--- src/rtl/tmr_pkg.sv ---
package tmr_pkg;
  // control word, bit 0 first: en, evt_dis, src_sel, buf_en, dir, mode[1:0], wide
  typedef struct packed {
    logic       wide;
    logic [1:0] mode;
    logic       dir;
    logic       buf_en;
    logic       src_sel;
    logic       evt_dis;
    logic       en;
  } tmr_ctrl_t;

  localparam int CTRL_W = $bits(tmr_ctrl_t);

  localparam logic [1:0] ADDR_CTRL = 2'd0;
  localparam logic [1:0] ADDR_PER  = 2'd1;
  localparam logic [1:0] ADDR_DIV  = 2'd2;
  localparam logic [1:0] ADDR_CMD  = 2'd3;

  localparam logic [1:0] MODE_EDGE = 2'b00;
endpackage

--- src/rtl/tmr_regs.sv ---
module tmr_regs
  import tmr_pkg::*;
#(
  parameter int CNT_W = 32,
  parameter int DIV_W = 16
) (
  input  logic             clk,
  input  logic             rst,
  input  logic             wr_en,
  input  logic [1:0]       wr_addr,
  input  logic [CNT_W-1:0] wr_data,
  input  logic             upd,
  output tmr_ctrl_t        ctrl,
  output logic [CNT_W-1:0] per_sh,
  output logic [DIV_W-1:0] div_sh,
  output logic             sw_trig,
  output logic             flag_clr
);
  logic [CNT_W-1:0] per_pre, per_nx;
  logic [DIV_W-1:0] div_pre, div_nx;
  logic             cmd_wr;

  // write decode and next preload values
  always_comb begin
    cmd_wr   = wr_en && (wr_addr == ADDR_CMD);
    flag_clr = cmd_wr && wr_data[1];
    per_nx   = (wr_en && wr_addr == ADDR_PER) ? wr_data : per_pre;
    div_nx   = (wr_en && wr_addr == ADDR_DIV) ? wr_data[DIV_W-1:0] : div_pre;
  end

  always_ff @(posedge clk) begin
    if (rst) begin
      ctrl    <= '0;
      per_pre <= '0;
      div_pre <= '0;
      per_sh  <= '0;
      div_sh  <= '0;
      sw_trig <= 1'b0;
    end else begin
      if (wr_en && wr_addr == ADDR_CTRL)
        ctrl <= tmr_ctrl_t'(wr_data[CTRL_W-1:0]);
      per_pre <= per_nx;
      div_pre <= div_nx;
      if (!ctrl.buf_en) begin
        per_sh <= per_nx;
        div_sh <= div_nx;
      end else if (upd) begin
        per_sh <= per_pre;
        div_sh <= div_pre;
      end
      sw_trig <= cmd_wr && wr_data[0];
    end
  end
endmodule

--- src/rtl/tmr_presc.sv ---
module tmr_presc #(
  parameter int DIV_W = 16
) (
  input  logic             clk,
  input  logic             rst,
  input  logic             run,
  input  logic             clr,
  input  logic [DIV_W-1:0] div_sh,
  output logic             tick
);
  logic [DIV_W-1:0] div_cnt;

  assign tick = run && (div_cnt == div_sh);

  always_ff @(posedge clk) begin
    if (rst)            div_cnt <= '0;
    else if (clr)       div_cnt <= '0;
    else if (tick)      div_cnt <= '0;
    else if (run)       div_cnt <= div_cnt + 1'b1;
  end
endmodule

--- src/rtl/tmr_count.sv ---
module tmr_count
  import tmr_pkg::*;
#(
  parameter int CNT_W    = 32,
  parameter int NARROW_W = 16
) (
  input  logic             clk,
  input  logic             rst,
  input  logic             tick,
  input  logic             dir,
  input  logic [1:0]       mode,
  input  logic             wide,
  input  logic [CNT_W-1:0] per_sh,
  output logic [CNT_W-1:0] cnt,
  output logic             wrap
);
  localparam logic [CNT_W-1:0] NARROW_MASK =
    {{(CNT_W-NARROW_W){1'b0}}, {NARROW_W{1'b1}}};

  logic [CNT_W-1:0] mask, lim, cnt_nx;
  logic             step, at_lim;

  always_comb begin
    mask   = wide ? '1 : NARROW_MASK;
    lim    = per_sh & mask;
    step   = tick && (mode == MODE_EDGE);
    at_lim = dir ? (cnt == '0) : (cnt >= lim);
    wrap   = step && at_lim;
    cnt_nx = cnt;
    if (step) begin
      if (dir) cnt_nx = at_lim ? lim : ((cnt - 1'b1) & mask);
      else     cnt_nx = at_lim ? '0  : ((cnt + 1'b1) & mask);
    end
  end

  always_ff @(posedge clk) begin
    if (rst) cnt <= '0;
    else     cnt <= cnt_nx;
  end
endmodule

--- src/rtl/tmr_timebase.sv ---
module tmr_timebase
  import tmr_pkg::*;
#(
  parameter int CNT_W    = 32,
  parameter int NARROW_W = 16,
  parameter int DIV_W    = 16
) (
  input  logic             clk,
  input  logic             rst,
  input  logic             wr_en,
  input  logic [1:0]       wr_addr,
  input  logic [CNT_W-1:0] wr_data,
  input  logic             slv_rst,
  output logic [CNT_W-1:0] cnt_o,
  output logic             evt_o,
  output logic             ovf_flag_o,
  output logic             run_o
);
  tmr_ctrl_t        ctrl;
  logic [CNT_W-1:0] per_sh;
  logic [DIV_W-1:0] div_sh;
  logic             sw_trig, flag_clr, pre_tick, wrap, evt_raw;

  tmr_regs #(.CNT_W(CNT_W), .DIV_W(DIV_W)) regs_i (
    .clk(clk), .rst(rst), .wr_en(wr_en), .wr_addr(wr_addr), .wr_data(wr_data),
    .upd(evt_raw), .ctrl(ctrl), .per_sh(per_sh), .div_sh(div_sh),
    .sw_trig(sw_trig), .flag_clr(flag_clr)
  );

  tmr_presc #(.DIV_W(DIV_W)) presc_i (
    .clk(clk), .rst(rst), .run(run_o), .clr(evt_raw), .div_sh(div_sh),
    .tick(pre_tick)
  );

  tmr_count #(.CNT_W(CNT_W), .NARROW_W(NARROW_W)) count_i (
    .clk(clk), .rst(rst), .tick(pre_tick), .dir(ctrl.dir), .mode(ctrl.mode),
    .wide(ctrl.wide), .per_sh(per_sh), .cnt(cnt_o), .wrap(wrap)
  );

  // event source selection and suppression
  assign evt_raw = !ctrl.evt_dis &&
                   (wrap || (!ctrl.src_sel && (sw_trig || slv_rst)));

  always_ff @(posedge clk) begin
    if (rst) begin
      run_o      <= 1'b0;
      evt_o      <= 1'b0;
      ovf_flag_o <= 1'b0;
    end else begin
      run_o <= ctrl.en;
      evt_o <= evt_raw;
      if (evt_raw)       ovf_flag_o <= 1'b1;
      else if (flag_clr) ovf_flag_o <= 1'b0;
    end
  end
endmodule

--- config.mk ---
export PLATFORM = sky130hd
export DESIGN_NAME = tmr_timebase
export DESIGN_NICKNAME = d
export VERILOG_FILES = /design/src/rtl/tmr_pkg.sv /design/src/rtl/tmr_regs.sv /design/src/rtl/tmr_presc.sv /design/src/rtl/tmr_count.sv /design/src/rtl/tmr_timebase.sv
export SDC_FILE = /design/constraint.sdc
export NUM_CORES = 1
export LEC_CHECK = 0
export BUFFER_PORTS_ARGS = -buffer_cell sky130_fd_sc_hd__buf_2
export CELL_PAD_IN_SITES_DETAIL_PLACEMENT = 1
export CELL_PAD_IN_SITES_GLOBAL_PLACEMENT = 1
export CORE_ASPECT_RATIO = 1.1
export CORE_MARGIN = 3
export CORE_UTILIZATION = 41
export CTS_CLUSTER_DIAMETER = 100
export DETAILED_ROUTE_END_ITERATION = 7
export GPL_ROUTABILITY_DRIVEN = 0
export HOLD_SLACK_MARGIN = 0.15
export PLACE_DENSITY_LB_ADDON = 0.1
export RECOVER_POWER = 50
export SETUP_SLACK_MARGIN = 0.3
export SLEW_MARGIN = 20
export SYNTH_ARGS = -nofsm -noshare
export SYNTH_HDL_FRONTEND = slang
export SYNTH_SLANG_ARGS = --single-unit
--- constraint.sdc ---
create_clock -name clk -period 3.08 [get_ports clk]
set_input_delay 0.154 -clock clk [delete_from_list [all_inputs] [get_ports clk]]
set_output_delay 0.154 -clock clk [all_outputs]
set_load 0.02 [all_outputs]
==> impl_metrics.json, run 1 <==
{
  "ys_seq_area_share_pct": 35.1,
  "min_path_type": "primary input to register",
  "dpl_worst_slack_ns": 0.0296,
  "firstDrtPassIters": 5,
  "io_pins": 73,
  "regToRegStartpoint": "regs_i.ctrl[7]$_SDFFE_PP0P_",
  "final_layout_size_suffix_gt1_share_pct": 24.1,
  "synth_edf_count": 0,
  "grt_max_degree": 84,
  "ys_types": 76,
  "grt_pass1_wl_mm": 52.2,
  "max_cap_viol_count": 2,
  "clkPwrFrac_pct": 40.0,
  "p_sw_mw": 1.65,
  "place_area_um2": 10100,
  "layout_commonest_cell": "dfxtp_1",
  "fin_area_um2": 11800,
  "worstMarginPinSlew_ns": 1.78,
  "final_cell_mix": "dfxtp_1 (147), nand2_1 (129), nor2_1 (120)",
  "post_drt_wl_per_cell_um": 22.7,
  "cp_max_fo": 11,
  "hpwl_mm": 23.4,
  "synthesis.area_um2": 8900,
  "min_path_cells": 4,
  "whs_endpoint": "ovf_flag_o$_SDFFE_PP0P_",
  "slew-limit-headroom_pct": -18.6,
  "n_antenna_cell": 0,
  "syn_to_final_growth_pct": 33.0,
  "synthArstFlopShare_pct": 0,
  "rr_endpoint": "regs_i.div_sh[14]$_SDFFE_PP0P_",
  "finalCritPeriodShare_pct": 97.9,
  "start_util_pct": 42.6,
  "synth_ff_type": "dfxtp_1",
  "gr-total-overflow": 0,
  "finalWorstSetupSlack_ns": 0.0639,
  "crit_type": "register to register",
  "p_seq_share_pct": 40.4,
  "grt.total_usage_pct": 27.9,
  "dp_cells": 1462,
  "fmax_mhz": 332,
  "power_density_nw_per_um2": 445,
  "synth_nets": 1168,
  "rsz0062_at_grt": "true",
  "fin_worst_skew_ns": 0.0103,
  "nFillCells": 2499,
  "cts_htree_levels": 4,
  "synth_seq_cells": 156,
  "clk_pin_slew_ns": 0.07,
  "final_nets": 1339,
  "cts_tree": "yes",
  "cts_made_buffers": 17,
  "regArea_um2": 3140,
  "ir_worst_vdd_v": 0.000375,
  "setup_viol": 0,
  "root_buffer": "clkbuf_16",
  "outcome": "complete, but fails checks",
  "via_per_inst": 5.99,
  "antenna_found_initial": 1,
  "die_h_um": 161,
  "clk_path_buf_depth": 2,
  "drv_slew": 113,
  "die_x_um": 147,
  "grt_pass1_vias": 9400,
  "wirelength_mm": 35.5,
  "final_hold_viol_count": 0,
  "die-area_um2": 23500,
  "drt.antenna.violating_nets": 0,
  "violations": "capacitance limit, slew limit",
  "drtIter0Drc": 703,
  "drc_errors": 0,
  "sw_frac_of_total_pct": 31.3,
  "rrSetupSlack_ns": 0.06,
  "worstPathArrival_ns": 3.33,
  "core_area_um2": 20900,
  "p_leak_nw": 4.99,
  "period_needed_ns": 3.02,
  "multi_input_area_um2": 5810,
  "reg2reg_depth": 11,
  "insertion_delay_ns": 0.44,
  "numPortBuffers": 72,
  "cts.sinks": 156,
  "ys_warn_count": 0,
  "cp-end-kind": "register",
  "synth_area_per_cell_um2": 8.14,
  "vias": 9366,
  "synthCells": 1094,
  "internal_power_mw": 3.62,
  "required_ns": 3.39,
  "fin_cells": 1563,
  "cp-start-kind": "register",
  "floorplan.rows": 55,
  "pwr-share-comb_pct": 19.6,
  "hold_ws_ns": 0.188,
  "hold_start": "wr_addr[0]"
}
==> metal layers <==
layer / track usage [%] / part of all wire [%]
met2: 47.4 / 50
met5: 0 / 0
met3: 4.85 / 4.7
met1: 35.1 / 43
met4: 11.5 / 2.9
==> logic make-up (layout without fill, tap and decap cells) <==
kind of cell	Yosys count	count (layout)	synth area share (%)
and+or+nand+nor	411	411	22.5
AOI/OAI and AO/OA	270	270	20.6
buffers and inverters	112	296	5.28
xor gates and xnor gates	53	53	5.21
muxes	56	56	6.31
DFF	156	156	35.1
adders and majority gates	36	36	5.06
==> sequential cells by signal (all words and copies together) (netlist names) <==
register	count
count_i.cnt	32
regs_i.per_pre	32
regs_i.per_sh	32
presc_i.div_cnt	16
regs_i.div_pre	16
regs_i.div_sh	16
regs_i.ctrl	8
evt_o	1
ovf_flag_o	1
regs_i.sw_trig	1
run_o	1
==> what timing repair did <==
item,CTS,global route
pin swaps,14,40
hold buffers,36,0
setup endpoints to repair,67,73
setup buffers,16,10
resized for setup,40,66
hold endpoints to repair,64,0
gates cloned,1,6
==> layout make-up <==
cell class / instances / share of cell area, %
timing repair buffer: 237 / 15.6
multi-input combinational: 826 / 49.1
tap: 285 / 3.01
inverter: 27 / 0.898
clock buffer: 18 / 3.63
sequential: 156 / 26.5
clock inverter: 14 / 1.22
==> through the flow <==
stage	power (mW)	setup TNS (ns)	utilization [%]
6_report	5.27	0	56.6
5_1_grt	5.44	-0.0818	56.6
4_1_cts	5.10	0	54.3
3_5_place_dp	2.89	0	48.1
3_3_place_gp	2.88	0	48.1
2_1_floorplan	2.60	0	-
==> power by group through the flow <==
stage | Clock, mW | Sequential (mW) | Combinational, mW
global placement | 0 | 2.17 | 0.716
CTS | 2.12 | 2.12 | 0.863
finish | 2.11 | 2.13 | 1.03
global route | 2.22 | 2.13 | 1.09
detailed placement | 0 | 2.17 | 0.726
floorplan | 0 | 2.16 | 0.439
==> worst max-delay path by stage <==
stage                                   startpoint                        endpoint  slack (ns)  depth (start not counted)
floorplan              count_i.cnt[0]$_SDFFE_PP0P_    count_i.cnt[25]$_SDFFE_PP0P_        0.31                         10
global placement       regs_i.ctrl[7]$_SDFFE_PP0P_    count_i.cnt[13]$_SDFFE_PP0P_        0.10                         12
detailed placement     regs_i.ctrl[7]$_SDFFE_PP0P_    count_i.cnt[13]$_SDFFE_PP0P_        0.03                         12
CTS                 regs_i.per_sh[11]$_SDFFE_PP0P_  regs_i.div_sh[13]$_SDFFE_PP0P_        0.23                         11
global route           regs_i.ctrl[7]$_SDFFE_PP0P_  regs_i.div_sh[14]$_SDFFE_PP0P_       -0.05                         11
finish                 regs_i.ctrl[7]$_SDFFE_PP0P_  regs_i.div_sh[14]$_SDFFE_PP0P_        0.06                         11
==> critical path, stage by stage (launching register included) <==
cell and delay, ns:
dfxtp_4 0.38, buf_12 0.14, nand2_1 0.06, ha_1 0.30, and4_1 0.22, a221oi_2 0.32, nor2_4 0.11, o31ai_4 0.44
a31o_4 0.36, clkbuf_16 0.21, nand2_1 0.08, a221oi_2 0.28
==> cell usage after synthesis (3+ instances only) <==
library cell / n / area, um^2
nor2b_1: 3 / 18.8
nor2_1: 122 / 458
or3_1: 7 / 43.8
buf_6: 3 / 33.8
nand4_1: 21 / 131
o22ai_1: 3 / 18.8
clkbuf_1: 58 / 218
buf_1: 4 / 15.0
a211oi_1: 10 / 75.1
and4_1: 3 / 26.3
o21ai_0: 17 / 85.1
or4_1: 4 / 30.0
buf_2: 19 / 95.1
dfxtp_1: 156 / 3120
a221oi_1: 56 / 490
nand2_1: 136 / 510
xnor2_1: 29 / 254
nor3b_1: 3 / 22.5
o31ai_1: 6 / 45.0
and3_1: 17 / 106
nor3_1: 13 / 65.1
nor4_1: 11 / 68.8
a31oi_1: 8 / 50.1
nand2b_1: 3 / 18.8
and2_1: 4 / 25.0
o41ai_1: 5 / 43.8
nand3_1: 43 / 215
o21ai_1: 17 / 85.1
nor4_4: 3 / 63.8
ha_1: 36 / 450
a21o_1: 6 / 45.0
nand3b_1: 5 / 37.5
mux2i_1: 55 / 551
a22oi_1: 3 / 22.5
xor2_1: 24 / 210
o211ai_1: 5 / 37.5
inv_1: 26 / 97.6
o21a_1: 3 / 22.5
a21oi_1: 104 / 521
Power figures use the tool's default switching activity.
==> inputs of run 2 (changes only) <==
==> constraint.sdc (replaced) <==
create_clock -name clk -period 3.08 [get_ports clk]
set_input_delay 0.308 -clock clk [delete_from_list [all_inputs] [get_ports clk]]
set_output_delay 0.308 -clock clk [all_outputs]
set_load 0.02 [all_outputs]
==> run 2 against run 1 <==
The run still ends with capacitance limit, slew limit left; via count fell by 0.30%; register-to-register slack worse by 0.04 ns; critical endpoint is now regs_i.per_sh[18]$_SDFFE_PP0P_; first-iteration DRC count is 2.4% lower; combinational power increased by 11%; design area grew 0.24%; die area did not move; clock-buffer cell count fell by 1; largest cell class unchanged; critical path type unchanged; critical path depth rose by 1.
==> impl_metrics.json, run 2 (synthesis gave the netlist of run 1 again) <==
{
  "outcome": "complete, but fails checks",
  "violations": "capacitance limit, slew limit",
  "min_path_type": "primary input to register",
  "setup_viol": 0,
  "floorplan.rows": 55,
  "cp-end-kind": "register",
  "grt.total_usage_pct": 28.1,
  "io_pins": 73,
  "fin_cells": 1542,
  "cts_made_buffers": 17,
  "nFillCells": 2516,
  "start_util_pct": 42.6,
  "final_layout_size_suffix_gt1_share_pct": 26.7,
  "die-area_um2": 23500,
  "cp_slowest_cell": "o31ai_4",
  "p_leak_nw": 4.95,
  "power_density_nw_per_um2": 452,
  "wirelength_mm": 36.6,
  "grt_pass1_vias": 9126,
  "crit_family": "compound AO/OA/AOI/OAI gates",
  "fin_worst_skew_ns": 0.0125,
  "max_cap_viol_count": 1,
  "period_needed_ns": 3.05,
  "rsz0062_at_grt": "true",
  "hpwl_mm": 23.0,
  "finalCritPeriodShare_pct": 99.1,
  "cts.sinks": 156,
  "grt_pass1_wl_mm": 52.4,
  "fmax_mhz": 328,
  "dp_cells": 1465,
  "crit_buf_inv": 3,
  "antenna_found_initial": 0,
  "clk_path_buf_depth": 2,
  "drc_errors": 0,
  "via_per_inst": 6.06,
  "dpl_worst_slack_ns": 0.0608,
  "clk_pin_slew_ns": 0.07,
  "grt_max_degree": 83,
  "crit_type": "register to register",
  "worstPathArrival_ns": 3.37,
  "die_x_um": 147,
  "core_area_um2": 20900,
  "drt.antenna.violating_nets": 0,
  "numPortBuffers": 72,
  "insertion_delay_ns": 0.44,
  "layout_commonest_cell": "dfxtp_1",
  "root_buffer": "clkbuf_16",
  "gr-total-overflow": 0,
  "top_regs": "count_i.cnt x32, regs_i.per_pre x32, regs_i.per_sh x32",
  "die_h_um": 161,
  "n_antenna_cell": 0,
  "ir_worst_vdd_v": 0.000419,
  "cts_htree_levels": 4,
  "cp_max_fo": 6,
  "worstPathCellList": "inv_6 > ha_4 > nand2b_4 > a2111o_1 > a32oi_2 > a31oi_4 > o31ai_4 > a31o_4 > buf_12 > clkbuf_16 > nand2_1 > a221oi_1",
  "slew-limit-headroom_pct": -28.6,
  "final_cell_mix": "dfxtp_1 (145), nand2_1 (124), nor2_1 (121)",
  "final_hold_viol_count": 0,
  "cts_tree": "yes",
  "cpPeakStageDelay_ns": 0.43,
  "vias": 9338,
  "post_drt_wl_per_cell_um": 23.7,
  "finalWorstSetupSlack_ns": 0.0286,
  "worstMarginPinSlew_ns": 1.93,
  "firstDrtPassIters": 5,
  "syn_to_final_growth_pct": 33.3,
  "cp-start-kind": "register",
  "drtIter0Drc": 686,
  "final_nets": 1318,
  "drv_slew": 12,
  "required_ns": 3.40
}
==> run 2: cell types whose count changed in the layout (fill, tap and decap cells not counted), moves of 6 or more <==
cell	previous run	this run
a221oi_1	38	29
a21oi_1	92	79
a21oi_4	1	15
ha_1	23	31
a221oi_2	19	28
nand2_4	1	7
dlygate4sd3_1	36	12
ha_4	13	5
==> run 2: layout make-up <==
cell class | count | area (um^2) | share of cell area (%)
clock buffer | 17 | 425 | 3.58
clock inverter | 15 | 154 | 1.30
inverter | 27 | 106 | 0.896
multi-input combinational | 826 | 6000 | 50.5
timing repair buffer | 216 | 1680 | 14.2
tap | 285 | 357 | 3.00
sequential | 156 | 3150 | 26.5
==> run 2: per-stage QoR <==
step           area (um^2)  hold WS (ns)  power [mW]  util, %  TNS (ns)
6_report             11900         0.164        5.37     56.7         0
5_1_grt              11900         0.191        5.55     56.7    -0.988
4_1_cts              11300         0.151        5.16     53.9         0
3_5_place_dp         10100         0.465        2.89     48.2         0
3_3_place_gp         10100         0.455        2.88     48.2         0
2_1_floorplan         8950         0.437        2.60        -         0
==> run 2: metal layers <==
metal  GRT usage (%)  vias up  share of wire (%)  wire length, um
met3            4.37       93                4.6             1680
met2            46.9      296                 49            17900
met4            10.4        0                3.8             1370
li1                -     4268                  -                -
met5               0        -                  0                0
met1            36.9     4681                 43            15700
==> run 2: path summary, 6_finish.rpt <==
path                                                  start                              to  slack (ns)  depth (start not counted)
worst max-delay path            count_i.cnt[0]$_SDFFE_PP0P_  regs_i.per_sh[18]$_SDFFE_PP0P_        0.03                         12
worst min-delay path                             wr_data[8]    regs_i.div_pre[8]$_SDFF_PP0_        0.16                          3
worst max register to register  count_i.cnt[0]$_SDFFE_PP0P_  regs_i.per_sh[18]$_SDFFE_PP0P_        0.03                         12
worst min register to register  regs_i.ctrl[0]$_SDFFE_PP0P_                run_o$_SDFF_PP0_        0.48                          1
==> run 2: report_power, final <==
group	internal [mW]	switching, mW
clock network	1.08	1.02
logic	0.499	0.638
registers	2.08	0.0568
total	3.66	1.71
==> run 2: worst min-delay path: cells and delay by family <==
family                 cells  cell delay, ns
buffers and inverters      1            0.09
multiplexers               1            0.08
AND/OR/NAND/NOR            1            0.08
==> run 2: repair_timing <==
action | CTS | global route
resized for setup | 58 | 100
endpoints found under the setup margin | 66 | 75
pin swaps | 24 | 48
hold endpoints to repair | 12 | 0
gates cloned | 5 | 4
hold buffers | 12 | 0
setup buffers | 14 | 10
==> inputs of run 3 (changes only) <==
==> constraint.sdc (replaced) <==
create_clock -name clk -period 3.08 [get_ports clk]
set_input_delay 0.308 -clock clk [delete_from_list [all_inputs] [get_ports clk]]
set_output_delay 0.308 -clock clk [all_outputs]
set_load 0.01 [all_outputs]
==> run 3 against run 2 <==
The flow finishes with violations (capacitance limit, slew limit, setup timing); sequential power hardly changed; utilization is 3.1 points higher; largest cell class unchanged; worst setup slack worse by 0.046 ns; hold slack worse by 0.0048 ns; maximum frequency shrank 1.5%; critical path type unchanged; sequential share of layout area shrank 1.4 points; global-route usage increased by 0.36 points; design area rose by 5.4%; via count rose by 2.2%; die area is the same; final cell count is 0.26% higher.
==> impl_metrics.json, run 3 (synthesis gave the netlist of run 1 again) <==
{
  "fmax_mhz": 323,
  "drc_errors": 0,
  "nFillCells": 2383,
  "worstMarginPinSlew_ns": 1.92,
  "die_h_um": 161,
  "vias": 9548,
  "cp_max_fo": 5,
  "wirelength_mm": 38.2,
  "drtIter0Drc": 654,
  "grt_pass1_vias": 9530,
  "root_buffer": "clkbuf_16",
  "period_needed_ns": 3.10,
  "power_density_nw_per_um2": 449,
  "die_x_um": 147,
  "drv_slew": 29,
  "core_area_um2": 20900,
  "max_cap_viol_count": 1,
  "cts_htree_levels": 4,
  "outcome": "complete, but fails checks",
  "top_regs": "count_i.cnt x32, regs_i.per_pre x32, regs_i.per_sh x32",
  "rrSetupSlack_ns": -0.02,
  "cp-start-kind": "register",
  "grt_pass1_wl_mm": 53.6,
  "highest_layer": "met4",
  "hold_ws_ns": 0.159,
  "crit_type": "register to register",
  "p_leak_nw": 5.28,
  "post_drt_wl_per_cell_um": 24.7,
  "cts_made_buffers": 17,
  "numPortBuffers": 72,
  "die-area_um2": 23500,
  "syn_to_final_growth_pct": 40.5,
  "slew-limit-headroom_pct": -27.9,
  "grt_max_degree": 60,
  "rsz0062_at_grt": "true",
  "gr-total-overflow": 0,
  "clk_pin_slew_ns": 0.08,
  "route.met3.wl_mm": 1.81,
  "final_layout_size_suffix_gt1_share_pct": 34.0,
  "min_path_type": "primary input to register",
  "firstDrtPassIters": 5,
  "violations": "capacitance limit, slew limit, setup timing",
  "grt.total_usage_pct": 28.5,
  "final_hold_viol_count": 0,
  "routed-wl-met2_mm": 19.0,
  "layout_commonest_cell": "dfxtp_1",
  "io_pins": 73,
  "required_ns": 3.40,
  "hpwl_mm": 22.7,
  "floorplan.rows": 55,
  "fin_setup_tns_ns": -0.0240,
  "finalWorstSetupSlack_ns": -0.0171,
  "final_cell_mix": "dfxtp_1 (144), nor2_1 (121), nand2_1 (90)",
  "n_antenna_cell": 0,
  "drt.antenna.violating_nets": 0,
  "cts_tree": "yes",
  "worstPathArrival_ns": 3.42,
  "ir_worst_vdd_v": 0.000391,
  "via_per_inst": 6.18,
  "antenna_found_initial": 0,
  "wl_met1_mm": 15.8,
  "clk_path_buf_depth": 2,
  "cts.sinks": 156,
  "cp-end-kind": "register",
  "fin_worst_skew_ns": 0.0128,
  "start_util_pct": 42.6,
  "setup_viol": 3,
  "final_nets": 1322,
  "finalCritPeriodShare_pct": 101,
  "insertion_delay_ns": 0.44
}
## run 3: changes by cell type in the layout (fill, tap and decap cells not counted), moves of 5 or more
cell | before | now
dlygate4sd3_1 | 12 | 7
a21oi_2 | 11 | 31
buf_4 | 88 | 81
nand2_1 | 124 | 90
nand2_4 | 7 | 37
ha_1 | 31 | 23
a221oi_1 | 29 | 10
a21oi_1 | 79 | 63
ha_4 | 5 | 13
buf_2 | 54 | 65
a221oi_2 | 28 | 45
## run 3: final timing paths
kind,from,endpoint,depth (start not counted)
worst max-delay path,regs_i.ctrl[7]$_SDFFE_PP0P_,regs_i.per_sh[28]$_SDFFE_PP0P_,12
worst min-delay path,wr_data[3],regs_i.ctrl[3]$_SDFFE_PP0P_,3
worst max register to register,regs_i.ctrl[7]$_SDFFE_PP0P_,regs_i.per_sh[28]$_SDFFE_PP0P_,12
worst min register to register,regs_i.ctrl[0]$_SDFFE_PP0P_,run_o$_SDFF_PP0_,1
## run 3: through the flow
stage / instance area (um^2) / total power, mW / utilization, % / std cells / setup slack [ns]
final: 12500 / 5.62 / 59.8 / 1546 / -0.0171
after global routing: 12500 / 5.78 / 59.8 / 1546 / -0.0864
after CTS: 11400 / 5.29 / 54.6 / 1523 / 0.178
after detailed placement: 10100 / 2.88 / 48.1 / 1460 / -0.0933
after global placement: 10100 / 2.88 / 48.1 / 1460 / -0.0806
after floorplan: 8940 / 2.59 / - / 1094 / 0.321
## run 3: metal layers
metal | vias to the layer above | GRT usage, %
met5 | - | 0
met4 | 0 | 10.8
met1 | 4775 | 37.0
li1 | 4292 | -
met3 | 118 | 4.09
met2 | 363 | 48.1
## run 3: area by class of cell
| type | count | area, um^2 | share of cell area (%) |
|---|---|---|---|
| multi-input cells | 826 | 6540 | 52.3 |
| clock buffers | 17 | 425 | 3.40 |
| clock inverters | 15 | 173 | 1.38 |
| repair buffers | 220 | 1770 | 14.1 |
| inverters | 27 | 106 | 0.850 |
| well taps | 285 | 357 | 2.85 |
| flip-flops and latches | 156 | 3140 | 25.1 |
## run 3: critical path, stage by stage (launching register included)
cell	delay, ns
dfxtp_4	0.42
clkbuf_16	0.16
nand2_1	0.06
ha_1	0.31
a21oi_1	0.19
o21ai_1	0.13
a211o_4	0.40
o31ai_4	0.35
a31o_4	0.29
buf_12	0.15
clkbuf_16	0.15
nand2_2	0.07
a221oi_1	0.30
## run 3: where the power goes
group	internal (mW)	switching [mW]	leakage, nW
Combinational	0.577	0.698	3.71
Sequential	2.08	0.0670	1.27
Clock	1.16	1.04	0.292
## run 3: what timing repair did
action	in CTS	in global routing
gates cloned	6	5
hold buffers	7	0
pin swaps	43	96
buffers inserted	18	18
endpoints found under the setup margin	68	81
hold endpoints to repair	7	0
gates resized for setup	73	198
